### config.mk
export PLATFORM = sky130hd
export DESIGN_NAME = bxcvr_mode_ctrl
export DESIGN_NICKNAME = d
export VERILOG_FILES = /design/src/rtl/bxc_pkg.sv /design/src/rtl/bxc_run_filter.sv /design/src/rtl/bxc_rx_latch.sv /design/src/rtl/bxc_mode_fsm.sv /design/src/rtl/bxcvr_mode_ctrl.sv
export SDC_FILE = /design/constraint.sdc
export NUM_CORES = 1
export LEC_CHECK = 0
export BUFFER_PORTS_ARGS = -buffer_cell sky130_fd_sc_hd__buf_4
export CAP_MARGIN = 20
export CORE_ASPECT_RATIO = 1.75
export CORE_MARGIN = 5
export CORE_UTILIZATION = 45
export CTS_CLUSTER_DIAMETER = 120
export CTS_CLUSTER_SIZE = 10
export DETAILED_ROUTE_END_ITERATION = 6
export PLACE_DENSITY = 0.79
export REMOVE_ABC_BUFFERS = 1
export SLEW_MARGIN = 20
export SYNTH_ARGS = -nofsm -noshare
export SYNTH_HDL_FRONTEND = slang
export SYNTH_SLANG_ARGS = --single-unit
### constraint.sdc
create_clock -name clk -period 1.6 [get_ports clk]
set_clock_uncertainty 0.1 [all_clocks]
set_input_delay 0.32 -clock clk [delete_from_list [all_inputs] [get_ports clk]]
set_output_delay 0.32 -clock clk [all_outputs]
set_load 0.05 [all_outputs]
### src/rtl/bxc_pkg.sv
`timescale 1ns/1ps
package bxc_pkg;
  typedef enum logic [2:0] {
    MD_NORMAL  = 3'd0,
    MD_RXONLY  = 3'd1,
    MD_STANDBY = 3'd2,
    MD_PWRSTBY = 3'd3,
    MD_SLEEP   = 3'd4
  } mode_e;

  localparam logic [1:0] BUS_IDLE = 2'b00;
  localparam logic [1:0] BUS_D0   = 2'b01;
  localparam logic [1:0] BUS_D1   = 2'b10;
endpackage

### src/rtl/bxc_run_filter.sv
`timescale 1ns/1ps
module bxc_run_filter #(
  parameter int LEN = 4
) (
  input  logic clk,
  input  logic rst,
  input  logic level,
  output logic evt
);
  localparam int CW = $clog2(LEN + 1);
  localparam logic [CW-1:0] LAST = CW'(LEN - 1);
  localparam logic [CW-1:0] TOP  = CW'(LEN);

  logic [CW-1:0] run_q;

  assign evt = level && (run_q == LAST);

  always_ff @(posedge clk) begin
    if (rst)              run_q <= '0;
    else if (!level)      run_q <= '0;
    else if (run_q != TOP) run_q <= run_q + 1'b1;
  end

  AST_EVT_SINGLE: assert property (@(posedge clk) disable iff (rst)
    evt |=> !evt);
  AST_EVT_NEEDS_LEVEL: assert property (@(posedge clk) disable iff (rst)
    !level |=> !evt);
endmodule

### src/rtl/bxc_rx_latch.sv
`timescale 1ns/1ps
module bxc_rx_latch
  import bxc_pkg::*;
(
  input  logic       clk,
  input  logic       rst,
  input  logic [1:0] bus_state,
  input  logic       pass_en,
  output logic       rx_o
);
  logic lat_q, lat_d, rx_q;

  always_comb begin
    lat_d = lat_q;
    if (bus_state == BUS_D1)      lat_d = 1'b1;
    else if (bus_state == BUS_D0) lat_d = 1'b0;
  end

  always_ff @(posedge clk) begin
    if (rst) begin
      lat_q <= 1'b1;
      rx_q  <= 1'b1;
    end else begin
      lat_q <= lat_d;
      rx_q  <= pass_en ? lat_d : 1'b1;
    end
  end

  assign rx_o = rx_q;

  AST_RX_SET: assert property (@(posedge clk) disable iff (rst)
    (pass_en && bus_state == BUS_D1) |=> rx_o);
  AST_RX_RESET: assert property (@(posedge clk) disable iff (rst)
    (pass_en && bus_state == BUS_D0) |=> !rx_o);
  AST_RX_QUIET: assert property (@(posedge clk) disable iff (rst)
    !pass_en |=> rx_o);
endmodule

### src/rtl/bxc_mode_fsm.sv
`timescale 1ns/1ps
module bxc_mode_fsm
  import bxc_pkg::*;
(
  input  logic       clk,
  input  logic       rst,
  input  logic       cmd_valid,
  input  logic [2:0] cmd_code,
  input  logic       host_rd,
  input  logic       loc_evt,
  input  logic       rem_evt,
  input  logic       tx_en,
  input  logic       guard_en,
  output mode_e      mode_q,
  output logic       chg_q,
  output logic       err_q,
  output logic       wk_loc_q,
  output logic       wk_rem_q,
  output logic       gblk_q
);
  mode_e mode_d;
  logic  bad_code, in_sleep, woke, gblk_set;

  assign in_sleep = (mode_q == MD_SLEEP);
  assign woke     = in_sleep && (loc_evt || rem_evt);
  assign bad_code = cmd_valid && !in_sleep && (cmd_code > 3'(MD_SLEEP));
  assign gblk_set = (mode_q == MD_NORMAL) && tx_en && !guard_en;

  always_comb begin
    mode_d = mode_q;
    if (woke)
      mode_d = MD_STANDBY;
    else if (cmd_valid && !in_sleep && !bad_code)
      mode_d = mode_e'(cmd_code);
  end

  always_ff @(posedge clk) begin
    if (rst) begin
      mode_q   <= MD_STANDBY;
      chg_q    <= 1'b0;
      err_q    <= 1'b0;
      wk_loc_q <= 1'b0;
      wk_rem_q <= 1'b0;
      gblk_q   <= 1'b0;
    end else begin
      mode_q <= mode_d;
      chg_q  <= (mode_d != mode_q);
      if (bad_code)               err_q <= 1'b1;
      else if (host_rd)           err_q <= 1'b0;
      if (woke && loc_evt)        wk_loc_q <= 1'b1;
      else if (host_rd)           wk_loc_q <= 1'b0;
      if (woke && rem_evt)        wk_rem_q <= 1'b1;
      else if (host_rd)           wk_rem_q <= 1'b0;
      if (gblk_set)               gblk_q <= 1'b1;
      else if (host_rd)           gblk_q <= 1'b0;
    end
  end

  AST_SLEEP_HOLD: assert property (@(posedge clk) disable iff (rst)
    (in_sleep && !loc_evt && !rem_evt) |=> (mode_q == MD_SLEEP));
  AST_WAKE_TO_STANDBY: assert property (@(posedge clk) disable iff (rst)
    woke |=> (mode_q == MD_STANDBY) && (wk_loc_q || wk_rem_q));
  AST_BAD_CODE_IGNORED: assert property (@(posedge clk) disable iff (rst)
    (cmd_valid && !in_sleep && cmd_code > 3'd4) |=> ($stable(mode_q) && err_q));
  AST_MODE_LEGAL: assert property (@(posedge clk) disable iff (rst)
    mode_q <= MD_SLEEP);
endmodule

### src/rtl/bxcvr_mode_ctrl.sv
`timescale 1ns/1ps
module bxcvr_mode_ctrl
  import bxc_pkg::*;
#(
  parameter int PIN_LEN = 4,
  parameter int REM_LEN = 8
) (
  input  logic       clk,
  input  logic       rst,
  input  logic       cmd_valid,
  input  logic [2:0] cmd_code,
  input  logic       host_rd,
  input  logic       tx_data,
  input  logic       tx_en,
  input  logic       guard_en,
  input  logic       wake_pin,
  input  logic [1:0] bus_state,
  output logic       drv_en,
  output logic       drv_data,
  output logic       rx_data,
  output logic       wake_flag,
  output logic [7:0] status
);
  mode_e mode_q;
  logic  chg_q, err_q, wk_loc_q, wk_rem_q, gblk_q;
  logic  loc_evt, rem_evt, pass_en, drv_d;
  logic  drv_en_q, drv_data_q;

  bxc_run_filter #(.LEN(PIN_LEN)) u_pin_flt (
    .clk(clk), .rst(rst), .level(wake_pin), .evt(loc_evt));

  bxc_run_filter #(.LEN(REM_LEN)) u_bus_flt (
    .clk(clk), .rst(rst), .level(bus_state == BUS_D0), .evt(rem_evt));

  bxc_mode_fsm u_fsm (
    .clk(clk), .rst(rst), .cmd_valid(cmd_valid), .cmd_code(cmd_code),
    .host_rd(host_rd), .loc_evt(loc_evt), .rem_evt(rem_evt),
    .tx_en(tx_en), .guard_en(guard_en), .mode_q(mode_q), .chg_q(chg_q),
    .err_q(err_q), .wk_loc_q(wk_loc_q), .wk_rem_q(wk_rem_q), .gblk_q(gblk_q));

  assign pass_en = (mode_q == MD_NORMAL) || (mode_q == MD_RXONLY);

  bxc_rx_latch u_rx (
    .clk(clk), .rst(rst), .bus_state(bus_state), .pass_en(pass_en), .rx_o(rx_data));

  assign drv_d = (mode_q == MD_NORMAL) && !chg_q && tx_en && guard_en;

  always_ff @(posedge clk) begin
    if (rst) begin
      drv_en_q   <= 1'b0;
      drv_data_q <= 1'b0;
    end else begin
      drv_en_q   <= drv_d;
      drv_data_q <= drv_d && tx_data;
    end
  end

  assign drv_en    = drv_en_q;
  assign drv_data  = drv_data_q;
  assign wake_flag = wk_loc_q || wk_rem_q;
  assign status    = {1'b0, gblk_q, wk_rem_q, wk_loc_q, err_q, mode_q};

  AST_NO_TX_OUTSIDE_NORMAL: assert property (@(posedge clk) disable iff (rst)
    (mode_q != MD_NORMAL) |=> !drv_en);
  AST_GUARD_BLOCK: assert property (@(posedge clk) disable iff (rst)
    !guard_en |=> !drv_en);
  AST_HOLDOFF: assert property (@(posedge clk) disable iff (rst)
    (mode_q != $past(mode_q)) |=> !drv_en);
  AST_DATA_GATED: assert property (@(posedge clk) disable iff (rst)
    drv_data |-> drv_en);
endmodule

==> results.toml <==
[floorplanning]
fp-row-count = 23
dieArea_um2 = 3390
initial_core_util_pct = 46.0
fp.coreArea_um2 = 2240
floorplan.io_pins = 25
die_h_um = 73.4
die_span_in_x_um = 46.2

[pwr]
power_density_nw_per_um2 = 791
power.switching_fraction_pct = 26.0
clock_power_share_pct = 33.4
irDropWorstVdd_uv = 507
power_switching_w = 0.000258
internal_power_w = 0.000734
total_leakage_power_nw = 0.517
seq_power_share_pct = 51.0
comb_power_share_pct = 15.6

[cts]
tritoncts = "built"
clock_tree.htree_level_count = 1
cts_buffers = 3
clkSlewWorstSetupHoldPaths_ps = 70
cts_max_path_buffers = 2
clock-root-buffer = "sky130_fd_sc_hd__clkbuf_8"
number_of_sinks_driven_by_the_clock_tree = 19
clk-insertion-delay-late_ps = 260

[setup_path]
timing.critical_path.fanout_max = 3
cp.arrival_ps = 1590
worst-setup-path-type = "flip-flop to flip-flop"
required_ps = 1680
critPathCaptureType = "flip-flop"
setup.worst_path.start_class = "flip-flop"

[final_layout]
ff_latch_area_um2 = 382
top_regs = "u_bus_flt.run_q (4), u_fsm.mode_q (3), u_pin_flt.run_q (3)"
regMostFlops = "u_bus_flt.run_q"
drive_above_1_share_pct = 28.6
fin_nets = 159
final_cells = 165
area_of_combinational_cells_with_multiple_inputs_um2 = 578
area_delta_synth_final_pct = 21.3
final_core_utilization_pct = 55.9
max_reg_flops = 4
fillers = 211
antennaDiodeCount = 0

[route]
drt-vias-per-instance = 5.28
dr_total_vias = 871
initialDrtViolationCount = 24
drc_errors = 0
final_antenna_net_count = 0
post_drt_wl_per_cell_um = 12.7
postRouteWirelength_mm = 2.09
first_pass_iters = 5

[timing]
hold_viol_final = 0
highest_clock_frequency_the_design_can_meet_mhz = 663
grt_setup_unrepaired = "no"
finalCriticalPeriod_ps = 1510
timing.final.max_slew_violations = 0
setup_viol = 0
final_min_period_over_clock_period_pct = 94.3

[synth]
yosysWarnings = 0
synthAdderAreaFrac_pct = 6.05
synth_area_in_xor_xnor_pct = 2.54
synth.cell_area_um2 = 1030
most_numerous_cell_types_in_the_synthesized_netlist = "sky130_fd_sc_hd__dfxtp_1 (19), sky130_fd_sc_hd__nand2_1 (14), sky130_fd_sc_hd__a21oi_1 (10), sky130_fd_sc_hd__nor2_1 (8)"
share_of_the_synthesized_area_in_compound_gates_ao_oa_aoi_oai_pct = 14.2
synthMostInstantiatedCell = "sky130_fd_sc_hd__dfxtp_1"
synth-seq-area-share_pct = 36.8
synth.top_cells.by_area = "sky130_fd_sc_hd__dfxtp_1 (37%), sky130_fd_sc_hd__ha_1 (6.1%), sky130_fd_sc_hd__nand2_1 (5.1%)"
synth_ff_type = "sky130_fd_sc_hd__dfxtp_1"
synthDominantCellAreaShare_pct = 36.8
yosys.area.top_type = "sky130_fd_sc_hd__dfxtp_1"
synth_top_family_by_area = "simple AND/OR/NAND/NOR gates"
synth_simple_gate_area_share_pct = 31.5
synthesis.area_per_instance_um2 = 8.83
synth-edff-count = 0
synth-seq-cells = 19
post_synth_mux_area_share_pct = 0.969
synth-async-reset-ratio_pct = 0
synthCells = 117
yosysUniqueCellTypes = 39

[global_route]
grt_usage_pct = 13.8
grt_start_max_net_pins = 11
grt_pass1_wl_mm = 3.44
gr-total-overflow = 0
grt_antenna_before_repair = 0
grt_pass1_vias = 851

[flow_run]
timing.max_cap.violations = 0

[placed_design]
portBuffers = 23
gp_congestion = 0.871
post-dp-hpwl_mm = 1.65
placed_instances = 159

[min_path]
hold_path.class = "input port to flip-flop"

[outcome]
outcome = "finished clean"
[placed cells by master (no fill, tap or decap), types with 2 or more instances in the layout]
| cell type | count |
|---|---|
| sky130_fd_sc_hd__dfxtp_1 | 18 |
| sky130_fd_sc_hd__xnor2_1 | 2 |
| sky130_fd_sc_hd__nor2_1 | 8 |
| sky130_fd_sc_hd__inv_1 | 6 |
| sky130_fd_sc_hd__clkbuf_8 | 3 |
| sky130_fd_sc_hd__nand3_1 | 6 |
| sky130_fd_sc_hd__buf_4 | 26 |
| sky130_fd_sc_hd__nor3_1 | 2 |
| sky130_fd_sc_hd__or2_1 | 3 |
| sky130_fd_sc_hd__ha_1 | 5 |
| sky130_fd_sc_hd__nor2b_1 | 3 |
| sky130_fd_sc_hd__nand2b_1 | 5 |
| sky130_fd_sc_hd__or2_2 | 2 |
| sky130_fd_sc_hd__a21oi_1 | 9 |
| sky130_fd_sc_hd__nand2_1 | 14 |
| sky130_fd_sc_hd__and2_1 | 2 |
[path summary, 6_finish.rpt]
check | cells after the start | to | startpoint | slack [ps]
min reg2reg | 1 | drv_en | u_fsm.chg_q | 310
max reg2reg | 6 | u_fsm.mode_q[0] | u_pin_flt.run_q[0] | 90
min | 2 | drv_data | tx_data | 180
max | 6 | u_fsm.mode_q[0] | u_pin_flt.run_q[0] | 90
[kinds of logic after synthesis]
group | after synthesis
other | 1
flip-flops | 19
AND/OR/NAND/NOR | 55
buffers and inverters | 13
XOR/XNOR | 3
AO/OA/AOI/OAI | 20
adder cells (fa/ha/maj) | 5
multiplexers | 1
[critical path, stage by stage (launching register included)]
cell	delay (ps)
sky130_fd_sc_hd__dfxtp_1	340
sky130_fd_sc_hd__ha_1	220
sky130_fd_sc_hd__ha_1	210
sky130_fd_sc_hd__nand2_1	110
sky130_fd_sc_hd__o31ai_1	90
sky130_fd_sc_hd__a21oi_2	180
sky130_fd_sc_hd__a21boi_0	180
[final cells by class]
class,instances,area share (%)
Multi-Input combinational cell,85,46.1
Sequential cell,19,30.4
Timing Repair Buffer,26,15.6
Clock buffer,4,3.59
Tap cell,25,2.50
Inverter,6,1.80
[power groups by stage]
stage / Combinational, W / Clock, W / Sequential [W]
after floorplan: 0.0000683 / 0 / 0.000538
after global placement: 0.000150 / 0 / 0.000515
after detailed placement: 0.000153 / 0 / 0.000516
after CTS: 0.000154 / 0.000339 / 0.000505
after global routing: 0.000169 / 0.000358 / 0.000508
final: 0.000155 / 0.000331 / 0.000506
[routing by layer]
layer / global-route usage, % / routed length, µm
met5: 0 / 0
met4: 7.59 / 50
met3: 2.45 / 146
met2: 25.0 / 1110
met1: 14.0 / 787
[repair_timing]
action                     4_1_cts  5_1_grt
buffers inserted                 0        2
hold buffers                     0        0
resized for setup                0        2
setup endpoints to repair        0        3
[through the flow]
stage	worst slack [ps]	cell area (µm²)	TNS, ps	power, W	hold slack [ps]
after global routing	16.3	1250	0	0.00104	194
after global placement	122	1190	0	0.000665	305
after CTS	31.9	1230	0	0.000998	177
final	91.0	1250	0	0.000992	178
after detailed placement	74.5	1190	0	0.000669	304
after floorplan	-77.4	977	-115	0.000606	289
No activity file was read; power rests on OpenSTA's default activity.
